<file path="config.mk">
export PLATFORM = sky130hd
export DESIGN_NAME = op_sample_sel
export DESIGN_NICKNAME = d
export VERILOG_FILES = /design/src/rtl/ossel_pkg.sv /design/src/rtl/ossel_jitter.sv /design/src/rtl/ossel_interval_ctr.sv /design/src/rtl/ossel_inflight.sv /design/src/rtl/ossel_coll_ctr.sv /design/src/rtl/op_sample_sel.sv
export SDC_FILE = /design/constraint.sdc
export NUM_CORES = 1
export LEC_CHECK = 0
export BUFFER_PORTS_ARGS = -buffer_cell sky130_fd_sc_hd__buf_2
export CAP_MARGIN = 20
export CORE_ASPECT_RATIO = 0.75
export CORE_MARGIN = 2
export CORE_UTILIZATION = 34
export CTS_CLUSTER_DIAMETER = 200
export DETAILED_ROUTE_END_ITERATION = 6
export PLACE_DENSITY = 0.49
export REMOVE_ABC_BUFFERS = 1
export SETUP_SLACK_MARGIN = 0.1
export SYNTH_ARGS = -nofsm -noshare
export SYNTH_HDL_FRONTEND = slang
export SYNTH_SLANG_ARGS = --single-unit
export TNS_END_PERCENT = 30
</file>
<file path="constraint.sdc">
create_clock -name clk -period 2.9 [get_ports clk]
set_input_delay 0.145 -clock clk [delete_from_list [all_inputs] [get_ports clk]]
set_output_delay 0.145 -clock clk [all_outputs]
set_load 0.02 [all_outputs]
</file>
<file path="src/rtl/ossel_pkg.sv">
package ossel_pkg;

  localparam int LFSR_W = 16;
  localparam logic [LFSR_W-1:0] LFSR_SEED = 16'hACE1;

  typedef enum logic {
    POP_ARCH = 1'b0,
    POP_UOP  = 1'b1
  } pop_e;

  // Fibonacci LFSR, taps 16,14,13,11 (maximal length)
  function automatic logic [LFSR_W-1:0] lfsr_next(input logic [LFSR_W-1:0] q);
    return {q[LFSR_W-2:0], q[15] ^ q[13] ^ q[12] ^ q[10]};
  endfunction

endpackage

</file>
<file path="src/rtl/ossel_jitter.sv">
module ossel_jitter
  import ossel_pkg::*;
#(
  parameter int JIT_W = 4
) (
  input  logic clk,
  input  logic rst,
  input  logic adv,
  input  logic enable,
  output logic [(JIT_W > 0 ? JIT_W : 1)-1:0] jit
);

  localparam int OW = (JIT_W > 0) ? JIT_W : 1;

  generate
    if (JIT_W > 0) begin : g_lfsr
      logic [LFSR_W-1:0] lfsr_q;

      always_ff @(posedge clk) begin
        if (rst)      lfsr_q <= LFSR_SEED;
        else if (adv) lfsr_q <= lfsr_next(lfsr_q);
      end

      assign jit = enable ? lfsr_q[OW-1:0] : '0;


      lfsr_nonzero_chk: assert property (@(posedge clk) disable iff (rst)
        lfsr_q != '0);

      lfsr_hold_chk: assert property (@(posedge clk) disable iff (rst)
        !adv |=> $stable(lfsr_q));
    end else begin : g_none
      assign jit = '0;
    end
  endgenerate

endmodule

</file>
<file path="src/rtl/ossel_interval_ctr.sv">
module ossel_interval_ctr #(
  parameter int IW      = 16,
  parameter int MIN_IVL = 4,
  parameter int JIT_W   = 4
) (
  input  logic                clk,
  input  logic                rst,
  input  logic                count_en,
  input  logic [IW-1:0]       interval,
  input  logic [(JIT_W > 0 ? JIT_W : 1)-1:0] jit,
  output logic                expire
);

  localparam int OW = (JIT_W > 0) ? JIT_W : 1;
  localparam int CW = IW + 1;
  localparam logic [IW-1:0] MIN_V = IW'(MIN_IVL);
  localparam logic [CW-1:0] MAX_RELOAD = CW'({IW{1'b1}}) + CW'({OW{1'b1}});

  logic [IW-1:0] base;
  logic [CW-1:0] reload;
  logic [CW-1:0] cnt_q;

  always_comb begin
    base   = (interval < MIN_V) ? MIN_V : interval;
    reload = CW'(base) + CW'(jit);
  end

  assign expire = count_en && (cnt_q == CW'(1));

  always_ff @(posedge clk) begin
    if (rst) begin
      cnt_q <= CW'(base);
    end else if (count_en) begin
      if (cnt_q == CW'(1)) cnt_q <= reload;
      else                 cnt_q <= cnt_q - CW'(1);
    end
  end


  cnt_range_chk: assert property (@(posedge clk) disable iff (rst)
    (cnt_q != '0) && (cnt_q <= MAX_RELOAD));

  cnt_hold_chk: assert property (@(posedge clk) disable iff (rst)
    !count_en |=> $stable(cnt_q));

endmodule

</file>
<file path="src/rtl/ossel_inflight.sv">
module ossel_inflight (
  input  logic clk,
  input  logic rst,
  input  logic expire,
  input  logic sample_done,
  output logic tag_q,
  output logic coll_q,
  output logic coll_now
);

  logic busy_q;
  logic take;

  always_comb begin
    take     = expire && (!busy_q || sample_done);
    coll_now = expire && busy_q && !sample_done;
  end

  always_ff @(posedge clk) begin
    if (rst) begin
      busy_q <= 1'b0;
      tag_q  <= 1'b0;
      coll_q <= 1'b0;
    end else begin
      tag_q  <= take;
      coll_q <= coll_now;
      if (take)             busy_q <= 1'b1;
      else if (sample_done) busy_q <= 1'b0;
    end
  end


  busy_hold_chk: assert property (@(posedge clk) disable iff (rst)
    (busy_q && !sample_done) |=> busy_q);

  done_clear_chk: assert property (@(posedge clk) disable iff (rst)
    (sample_done && !expire) |=> !busy_q);

  pulse_excl_chk: assert property (@(posedge clk) disable iff (rst)
    !(tag_q && coll_q));

endmodule

</file>
<file path="src/rtl/ossel_coll_ctr.sv">
module ossel_coll_ctr #(
  parameter int CNT_W = 32
) (
  input  logic             clk,
  input  logic             rst,
  input  logic             inc,
  input  logic             clr,
  output logic [CNT_W-1:0] cnt_q
);

  localparam logic [CNT_W-1:0] MAX_V = '1;

  always_ff @(posedge clk) begin
    if (rst || clr)                  cnt_q <= '0;
    else if (inc && cnt_q != MAX_V)  cnt_q <= cnt_q + CNT_W'(1);
  end


  sat_hold_chk: assert property (@(posedge clk) disable iff (rst)
    (cnt_q == MAX_V && !clr) |=> cnt_q == MAX_V);

  monotone_chk: assert property (@(posedge clk) disable iff (rst)
    !clr |=> cnt_q >= $past(cnt_q));

  clr_zero_chk: assert property (@(posedge clk) disable iff (rst)
    clr |=> cnt_q == '0);

endmodule

</file>
<file path="src/rtl/op_sample_sel.sv">
module op_sample_sel
  import ossel_pkg::*;
#(
  parameter int IW      = 16,
  parameter int MIN_IVL = 4,
  parameter int JIT_W   = 4,
  parameter int CNT_W   = 32
) (
  input  logic             clk,
  input  logic             rst,
  input  logic             op_valid,
  input  logic             op_arch,
  input  logic             pop_sel,
  input  logic [IW-1:0]    interval,
  input  logic             jitter_en,
  input  logic             sample_done,
  input  logic             coll_clr,
  output logic             sample_tag,
  output logic             collision,
  output logic [CNT_W-1:0] coll_count
);

  localparam int OW = (JIT_W > 0) ? JIT_W : 1;

  logic          count_en;
  logic          expire;
  logic          coll_now;
  logic [OW-1:0] jit;

  assign count_en = op_valid && ((pop_e'(pop_sel) == POP_UOP) || op_arch);

  ossel_jitter #(.JIT_W(JIT_W)) u_jitter (
    .clk    (clk),
    .rst    (rst),
    .adv    (expire),
    .enable (jitter_en),
    .jit    (jit)
  );

  ossel_interval_ctr #(.IW(IW), .MIN_IVL(MIN_IVL), .JIT_W(JIT_W)) u_ctr (
    .clk      (clk),
    .rst      (rst),
    .count_en (count_en),
    .interval (interval),
    .jit      (jit),
    .expire   (expire)
  );

  ossel_inflight u_inflight (
    .clk         (clk),
    .rst         (rst),
    .expire      (expire),
    .sample_done (sample_done),
    .tag_q       (sample_tag),
    .coll_q      (collision),
    .coll_now    (coll_now)
  );

  ossel_coll_ctr #(.CNT_W(CNT_W)) u_coll (
    .clk   (clk),
    .rst   (rst),
    .inc   (coll_now),
    .clr   (coll_clr),
    .cnt_q (coll_count)
  );


  tag_cause_chk: assert property (@(posedge clk) disable iff (rst)
    sample_tag |-> $past(op_valid));

endmodule

</file>
==> impl_metrics.yaml, run 1 <==
synthesis:
  yosys_warnings: 0
  synth_cell_types: 58
  yosysSeqAreaShare_pct: 36.51
  ys_ff_latch: 68
  synth_cells: 504
  avgSynthCellArea_sq_um: 8.269
  synth-async-reset-ratio_pct: 0
  synth_edf_count: 16
  ys.flop_type: "dfxtp_1"
  syn_area_sq_mm: 0.004168
routing:
  ant_nets: 0
  drc_errors: 0
  drt_pre_antenna_iters: 6
  num_vias: 4222
  vias_per_cell: 5.744
  routedWlPerCell_um: 17.42
  dr.first_iter.drc_count: 347
  drt_wl_total_um: 12800
timing:
  max_slew_margin_pct: 43.94
  final_hold_viol_count: 0
  max_clock_freq_mhz: 377.3
  rsz0062_at_grt: "no"
  tightest_slew_ns: 0.8388
  tns_ns: 0
  finalMaxSlewViolations: 0
  setup_ws_ns: 0.2498
  period_needed_ns: 2.650
  finClkSkew_ns: 0.005258
  timing.final.crit_share_pct: 91.39
  setup_viol: 0
global_route:
  grt_max_degree: 40
  grt_pass1_vias: 3991
  antenna_found_initial: 0
  grt-ovfl-total: 0
  gr-usage-all-layers_pct: 19.69
  grt_pass1_wl_um: 20580
floorplanning:
  die_area_sq_mm: 0.01317
  fp-row-count: 34
  io_pins: 58
  fp.dieW_um: 131.8
  die_y_um: 99.89
  initial_core_util_pct: 35.37
  core_area_sq_mm: 0.01178
cts:
  clk_pin_slew_worst_paths_ns: 0.06
  clock_latency_ns: 0.34
  ctsHoldBuffers: 0
  cts.sinks: 68
  cts_buffer_depth: 2
  post-cts-setup-buffers: 0
  htreeDepth: 3
  tritoncts: "done"
  post_cts_resized: 0
  ctsRootBufferMaster: "clkbuf_16"
  cts_made_buffers: 9
finish:
  fin_util_pct: 42.69
  layout_commonest_cell: "nand2_1"
  diodes: 0
  fillerInstances: 1191
  syn_to_final_growth_pct: 20.71
  layout_common_cells: "nand2_1 (68), buf_2 (57), dfxtp_1 (52), a21oi_1 (38), nand3_1 (29)"
  final_layout_size_suffix_gt1_share_pct: 20.07
  final_nets: 600
pwr:
  p_leak_uw: 0.001866
  ir_worst_vdd_v: 0.0002906
  power_density_mw_per_mm2: 484.0
  finalPower_uw: 2435
place:
  port_buffers: 57
  globalplace.congestion: 0.9319
  place_ws_ns: 0.08938
  post-dp-hpwl_um: 9132
setup_path:
  crit_type: "flip-flop to flip-flop"
  cp.arrival_ns: 2.91
  path_max_fanout: 27
  cp-end-kind: "flip-flop"
  start_kind: "flip-flop"
  r2r_cells: 5
  required_ns: 3.16
flow_run:
  drv_cap: 0
hold_path:
  hold_path.class: "input pin to flip-flop"
  whs_path_depth: 3
run_status:
  status: "finished clean"
-- Yosys cell counts (3+ instances only) --
| library cell | instances | area, sq um |
|---|---|---|
| a32oi_1 | 5 | 43.79 |
| a21oi_2 | 6 | 52.55 |
| dfxtp_1 | 52 | 1041 |
| edfxtp_1 | 16 | 480.5 |
| nor4_1 | 9 | 56.30 |
| nor3_1 | 11 | 55.05 |
| and2_1 | 6 | 37.54 |
| or4_1 | 20 | 150.1 |
| a31oi_1 | 3 | 18.77 |
| xnor2_1 | 5 | 43.79 |
| o22a_1 | 9 | 78.83 |
| nor2_1 | 25 | 93.84 |
| mux2i_1 | 11 | 110.1 |
| a21oi_1 | 38 | 190.2 |
| inv_1 | 9 | 33.78 |
| or2_2 | 4 | 25.02 |
| and4_1 | 4 | 35.03 |
| o211ai_1 | 7 | 52.55 |
| xor2_1 | 10 | 87.58 |
| nor2b_1 | 3 | 18.77 |
| or3_1 | 12 | 75.07 |
| nand2_1 | 68 | 255.2 |
| clkbuf_1 | 20 | 75.07 |
| o31ai_1 | 12 | 90.09 |
| buf_2 | 5 | 25.02 |
| nand4_1 | 26 | 162.7 |
| and3_1 | 16 | 100.1 |
| ha_1 | 7 | 87.58 |
| nand3_1 | 29 | 145.1 |
| o21ai_0 | 13 | 65.06 |
| nand2b_1 | 6 | 37.54 |
-- metal layers --
layer	global-route usage, %	up-vias	wire [um]
li1	-	2039	-
met5	0	-	0
met4	6.773	0	216
met1	27.65	1997	6289
met3	5.556	21	957
met2	29.04	165	5338
-- power breakdown --
| group | leakage [uW] | switching, uW | internal [uW] |
|---|---|---|---|
| Combinational | 0.00113 | 127 | 88.8 |
| Clock | 0.000154 | 463 | 723 |
| Sequential | 0.000577 | 31.0 | 1000 |
| Total | 0.00187 | 622 | 1810 |
-- per-stage QoR --
| stage | area (sq um) | instances | hold WS, ns |
|---|---|---|---|
| 6_report | 5031 | 735 | 0.1202 |
| 5_1_grt | 5031 | 735 | 0.1380 |
| 4_1_cts | 5031 | 735 | 0.1101 |
| 3_5_place_dp | 4712 | 719 | 0.4553 |
| 3_3_place_gp | 4712 | 719 | 0.4482 |
| 2_1_floorplan | 4051 | 477 | 0.2074 |
-- worst max-delay path: stages (launching register included) --
cell,delay (ns)
edfxtp_1,0.51
nor4_2,0.49
and4_1,0.47
nand2_2,0.35
or4_1,0.60
a21oi_1,0.15
-- registers in the layout, summed over array words and instances, names as in the netlist --
| name | count |
|---|---|
| u_inflight.busy_q | 1 |
| u_coll.cnt_q | 32 |
| u_inflight.tag_q | 1 |
| u_jitter.g_lfsr.lfsr_q | 16 |
| u_ctr.cnt_q | 17 |
| u_inflight.coll_q | 1 |
-- worst paths after layout --
check / endpoint / startpoint / slack, ns
setup / recovery: u_coll.cnt_q[7] / u_ctr.cnt_q[6] / 0.25
hold / removal: u_inflight.coll_q / sample_done / 0.12
setup reg to reg: u_coll.cnt_q[7] / u_ctr.cnt_q[6] / 0.25
hold reg to reg: u_jitter.g_lfsr.lfsr_q[8] / u_jitter.g_lfsr.lfsr_q[8] / 0.46
-- cell type report --
type	count	area, sq um	share of cell area, %
inverters	10	37.54	0.7461
clock buffers	10	250.2	4.974
multi-input cells	399	2492	49.54
flip-flops and latches	68	1521	30.24
well taps	162	202.7	4.029
clock inverters	6	68.82	1.368
repair buffers	80	457.9	9.102
-- kinds of logic after synthesis --
| logic type | count (synthesis) | synth area share (%) |
|---|---|---|
| compound gates | 111 | 17.77 |
| xor+xnor | 15 | 3.152 |
| buf+inv | 37 | 3.692 |
| mux | 13 | 3.182 |
| flops | 68 | 36.51 |
| simple gates | 252 | 33.11 |
| fa+ha+maj | 8 | 2.582 |
Power figures use the tool's default switching activity.
==> run 2: changes to the inputs <==
--- a/config.mk
+++ b/config.mk
@@ -12,6 +12,7 @@
 export CORE_UTILIZATION = 34
 export CTS_CLUSTER_DIAMETER = 200
 export DETAILED_ROUTE_END_ITERATION = 6
+export MAX_ROUTING_LAYER = met4
 export PLACE_DENSITY = 0.49
 export REMOVE_ABC_BUFFERS = 1
 export SETUP_SLACK_MARGIN = 0.1
==> impl_metrics.yaml, run 2 (same netlist as run 1, synthesis figures left out) <==
global_route:
  grt_pass1_vias: 3977
  grt_pass1_wl_um: 21050
  antenna_found_initial: 0
  grt-ovfl-total: 0
  grt_max_degree: 40
  gr-usage-all-layers_pct: 20.60
setup_path:
  path_max_fanout: 5
  cp.arrival_ns: 2.73
  cpLargestDelayFamily: "simple AND/OR/NAND/NOR gates"
  crit_buf_inv: 0
  cp-end-kind: "flip-flop"
  critPathSlowestCell: "or4_4"
  timing.rr.start: "u_ctr.cnt_q[12]"
  path_cells: "or4_4 > or4_4 > nor4b_1 > a32oi_1 > o22a_1"
  worstSetupStartpoint: "u_ctr.cnt_q[12]"
  critPathMaxStageDelay_ns: 0.59
  crit_type: "flip-flop to flip-flop"
  start_kind: "flip-flop"
  required_ns: 2.99
  cpMostUsedCell: "or4_4"
timing:
  finalMaxSlewViolations: 0
  timing.final.crit_share_pct: 91.11
  finClkSkew_ns: 0.008048
  rsz0062_at_grt: "yes"
  tns_ns: 0
  final_hold_viol_count: 0
  max_clock_freq_mhz: 378.5
  max_slew_margin_pct: 46.83
  setup_ws_ns: 0.2578
  period_needed_ns: 2.642
  tightest_slew_ns: 0.7956
  setup_viol: 0
routing:
  met1_length_um: 6667
  num_vias: 4206
  routed-wl-met3_um: 790
  routedWlPerCell_um: 17.44
  drc_errors: 0
  highest_layer: "met4"
  dr_wl_met2_um: 5233
  drt_pre_antenna_iters: 5
  drt_wl_total_um: 12870
  dr.first_iter.drc_count: 448
  vias_per_cell: 5.699
  ant_nets: 0
finish:
  layout_common_cells: "nand2_1 (68), buf_2 (57), dfxtp_1 (52), a21oi_1 (38), nand3_1 (29)"
  final_nets: 603
  largest_register_ff_count: 32
  layout_commonest_cell: "nand2_1"
  largest_register: "u_coll.cnt_q"
  syn_to_final_growth_pct: 21.65
  reg.largest.list: "u_coll.cnt_q x32, u_ctr.cnt_q x17, u_jitter.g_lfsr.lfsr_q x16"
  diodes: 0
  final_layout_size_suffix_gt1_share_pct: 20.49
floorplanning:
  fp-row-count: 34
  core_area_sq_mm: 0.01178
  initial_core_util_pct: 35.37
  die_y_um: 99.89
  io_pins: 58
  fp.dieW_um: 131.8
  die_area_sq_mm: 0.01317
place:
  place_ws_ns: 0.07500
  port_buffers: 57
  globalplace.congestion: 0.8505
  post-dp-hpwl_um: 9218
cts:
  cts.sinks: 68
  cts_buffer_depth: 2
  clk_pin_slew_worst_paths_ns: 0.06
  ctsRootBufferMaster: "clkbuf_16"
  cts_made_buffers: 9
  htreeDepth: 3
  ctsHoldBuffers: 0
  clock_latency_ns: 0.34
  tritoncts: "done"
flow_run:
  drv_cap: 0
pwr:
  p_leak_uw: 0.001903
  ir_worst_vdd_v: 0.0002970
  power_density_mw_per_mm2: 484.6
hold_path:
  hp-start: "rst"
  hold_path.class: "input pin to flip-flop"
run_status:
  status: "finished clean"
## run 2: layer usage
layer	GRT usage, %	up-vias
li1	-	2063
met1	29.75	1985
met2	28.39	140
met3	5.051	18
met4	5.602	0
met5	-	-
## run 2: worst paths after layout
| check | cells after the start | slack (ns) | endpoint |
|---|---|---|---|
| setup reg to reg | 5 | 0.26 | u_ctr.cnt_q[13] |
| setup / recovery | 5 | 0.26 | u_ctr.cnt_q[13] |
| hold / removal | 2 | 0.09 | u_ctr.cnt_q[16] |
| hold reg to reg | 2 | 0.46 | u_jitter.g_lfsr.lfsr_q[4] |
## run 2: layout make-up
| type | count | area (sq um) |
|---|---|---|
| Fill cell | 1187 | 6714 |
| Multi-Input combinational cell | 399 | 2497 |
| Sequential cell | 68 | 1521 |
| Timing Repair Buffer | 83 | 480.5 |
| Clock buffer | 12 | 277.8 |
| Tap cell | 162 | 202.7 |
| Clock inverter | 4 | 52.55 |
| Inverter | 10 | 37.54 |
## run 2: power by group
| part | leakage, uW | total (uW) | internal, uW | switching [uW] |
|---|---|---|---|---|
| registers | 0.000577 | 1030 | 1000 | 30.8 |
| logic | 0.00117 | 219 | 91.9 | 127 |
| clock network | 0.000160 | 1210 | 767 | 438 |
## run 2: timing repair
| action | CTS | global route |
|---|---|---|
| resized for setup | 0 | 1 |
| setup endpoints to repair | 0 | 4 |
| setup buffers | 0 | 0 |
| hold endpoints to repair | 0 | 0 |
## run 2: metrics by stage
step / total power, uW / instances / cell area [sq um] / hold WS [ns] / util, %
final: 2457 / 738 / 5070 / 0.09242 / 43.02
after detailed placement: 1268 / 722 / 4735 / 0.4448 / 40.18
after global placement: 1269 / 722 / 4735 / 0.4423 / 40.18
after floorplan: 1163 / 477 / 4051 / 0.2074 / -
after global routing: 2544 / 738 / 5070 / 0.09752 / 43.02
after CTS: 2480 / 738 / 5065 / 0.09361 / 42.98
==> run 3: changes to the inputs <==
==> constraint.sdc (replaced) <==
create_clock -name clk -period 2.9 [get_ports clk]
set_input_delay 0.58 -clock clk [delete_from_list [all_inputs] [get_ports clk]]
set_output_delay 0.58 -clock clk [all_outputs]
set_load 0.02 [all_outputs]
==> impl_metrics.yaml, run 3 (same netlist as run 1, synthesis figures left out) <==
run_status:
  status: "finished clean"
cts:
  clock_latency_ns: 0.33
  htreeDepth: 3
  ctsHoldBuffers: 0
  cts_made_buffers: 9
  ctsRootBufferMaster: "clkbuf_16"
  cts.sinks: 68
  clk_pin_slew_worst_paths_ns: 0.06
  tritoncts: "done"
  cts_buffer_depth: 2
floorplanning:
  fp-row-count: 34
  die_area_sq_mm: 0.01317
  core_area_sq_mm: 0.01178
  fp.dieW_um: 131.8
  die_y_um: 99.89
  io_pins: 58
  initial_core_util_pct: 35.37
routing:
  drt_pre_antenna_iters: 5
  ant_nets: 0
  routedWlPerCell_um: 16.59
  dr.first_iter.drc_count: 309
  vias_per_cell: 5.586
  num_vias: 4240
  drc_errors: 0
  drt_wl_total_um: 12600
place:
  globalplace.congestion: 0.8753
  placed_area_sq_mm: 0.004885
  port_buffers: 57
  post-dp-hpwl_um: 9291
timing:
  setup_viol: 0
  max_clock_freq_mhz: 374.3
  rsz0062_at_grt: "yes"
  period_needed_ns: 2.672
  tightest_slew_ns: 0.5680
  finClkSkew_ns: 0.005327
  hold_slack_ns: 0.4598
  max_slew_margin_pct: 61.99
  final_hold_viol_count: 0
  timing.final.crit_share_pct: 92.13
  finalMaxSlewViolations: 0
finish:
  syn_to_final_growth_pct: 26.30
  design_area_sq_mm: 0.005264
  layout_common_cells: "nand2_1 (68), buf_2 (57), dfxtp_1 (52), buf_4 (47), a21oi_1 (38)"
  layout_commonest_cell: "nand2_1"
  diodes: 0
  largest_register_ff_count: 32
  reg.largest.list: "u_coll.cnt_q x32, u_ctr.cnt_q x17, u_jitter.g_lfsr.lfsr_q x16"
  final_layout_size_suffix_gt1_share_pct: 24.46
  final_nets: 624
  largest_register: "u_coll.cnt_q"
pwr:
  ir_worst_vdd_v: 0.0002885
  power_density_mw_per_mm2: 462.0
  p_leak_uw: 0.002008
setup_path:
  cp.arrival_ns: 2.75
  r2r_cells: 5
  crit_type: "input pin to flip-flop"
  r2r_slack_ns: 0.24
  start_kind: "input pin"
  cp-end-kind: "flip-flop"
  required_ns: 2.98
  path_max_fanout: 4
hold_path:
  hold_path.class: "flip-flop to flip-flop"
  whs_path_depth: 2
global_route:
  grt_pass1_vias: 3981
  grt_max_degree: 40
  gr-usage-all-layers_pct: 20.30
  grt_pass1_wl_um: 20890
  grt-ovfl-total: 0
  antenna_found_initial: 0
flow_run:
  drv_cap: 0
[run 3: path summary, 6_finish.rpt]
kind | startpoint | end
worst max-delay path | interval[13] | u_ctr.cnt_q[9]
worst min-delay path | u_jitter.g_lfsr.lfsr_q[14] | u_jitter.g_lfsr.lfsr_q[14]
worst max register to register | u_ctr.cnt_q[8] | u_ctr.cnt_q[15]
worst min register to register | u_jitter.g_lfsr.lfsr_q[14] | u_jitter.g_lfsr.lfsr_q[14]
[run 3: what timing repair did]
item                       in CTS  in global routing
buffers inserted                0                  1
pin swaps                       0                  4
setup endpoints to repair      11                 11
gates resized for setup         4                  6
[run 3: critical path, cell delays in order]
cell and delay (ns):
buf_2 0.12, nor4_4 0.33, nand4_1 0.19, nand2_1 0.12, inv_1 0.07, ha_1 0.32
a211oi_2 0.09, o21bai_2 0.23, nor4b_4 0.23, buf_4 0.16, a32oi_1 0.10, o22a_1 0.20
[run 3: final cells by class]
class,instances,area [sq um]
well taps,162,202.7
repair buffers,104,638.1
multi-input cells,399,2545
clock buffers,10,250.2
fillers,1173,6520
clock inverters,6,68.82
flip-flops and latches,68,1521
inverters,10,37.54
[run 3: report_power, final]
part           switching (uW)  internal, uW  leakage (uW)
sequential               35.4          1000      0.000577
combinational             129           105       0.00128
clock                     439           722      0.000154
[run 3: stage by stage]
step | power (uW) | setup WS, ns | setup TNS (ns) | util (%) | cells
after floorplan | 1163 | 0.02997 | 0 | - | 477
after global placement | 1281 | -0.5530 | -5.814 | 41.45 | 742
after detailed placement | 1281 | -0.5322 | -5.362 | 41.45 | 742
after CTS | 2460 | 0.1091 | 0 | 44.34 | 758
after global routing | 2528 | 0.08698 | 0 | 44.67 | 759
final | 2432 | 0.2282 | 0 | 44.67 | 759
[run 3: layer usage]
layer / GRT usage (%) / vias to the layer above / routed length (um)
li1: - / 2107 / -
met1: 29.81 / 1992 / 6442
met2: 28.55 / 132 / 5253
met3: 3.485 / 9 / 792
met4: 5.518 / 0 / 108
met5: - / - / 0
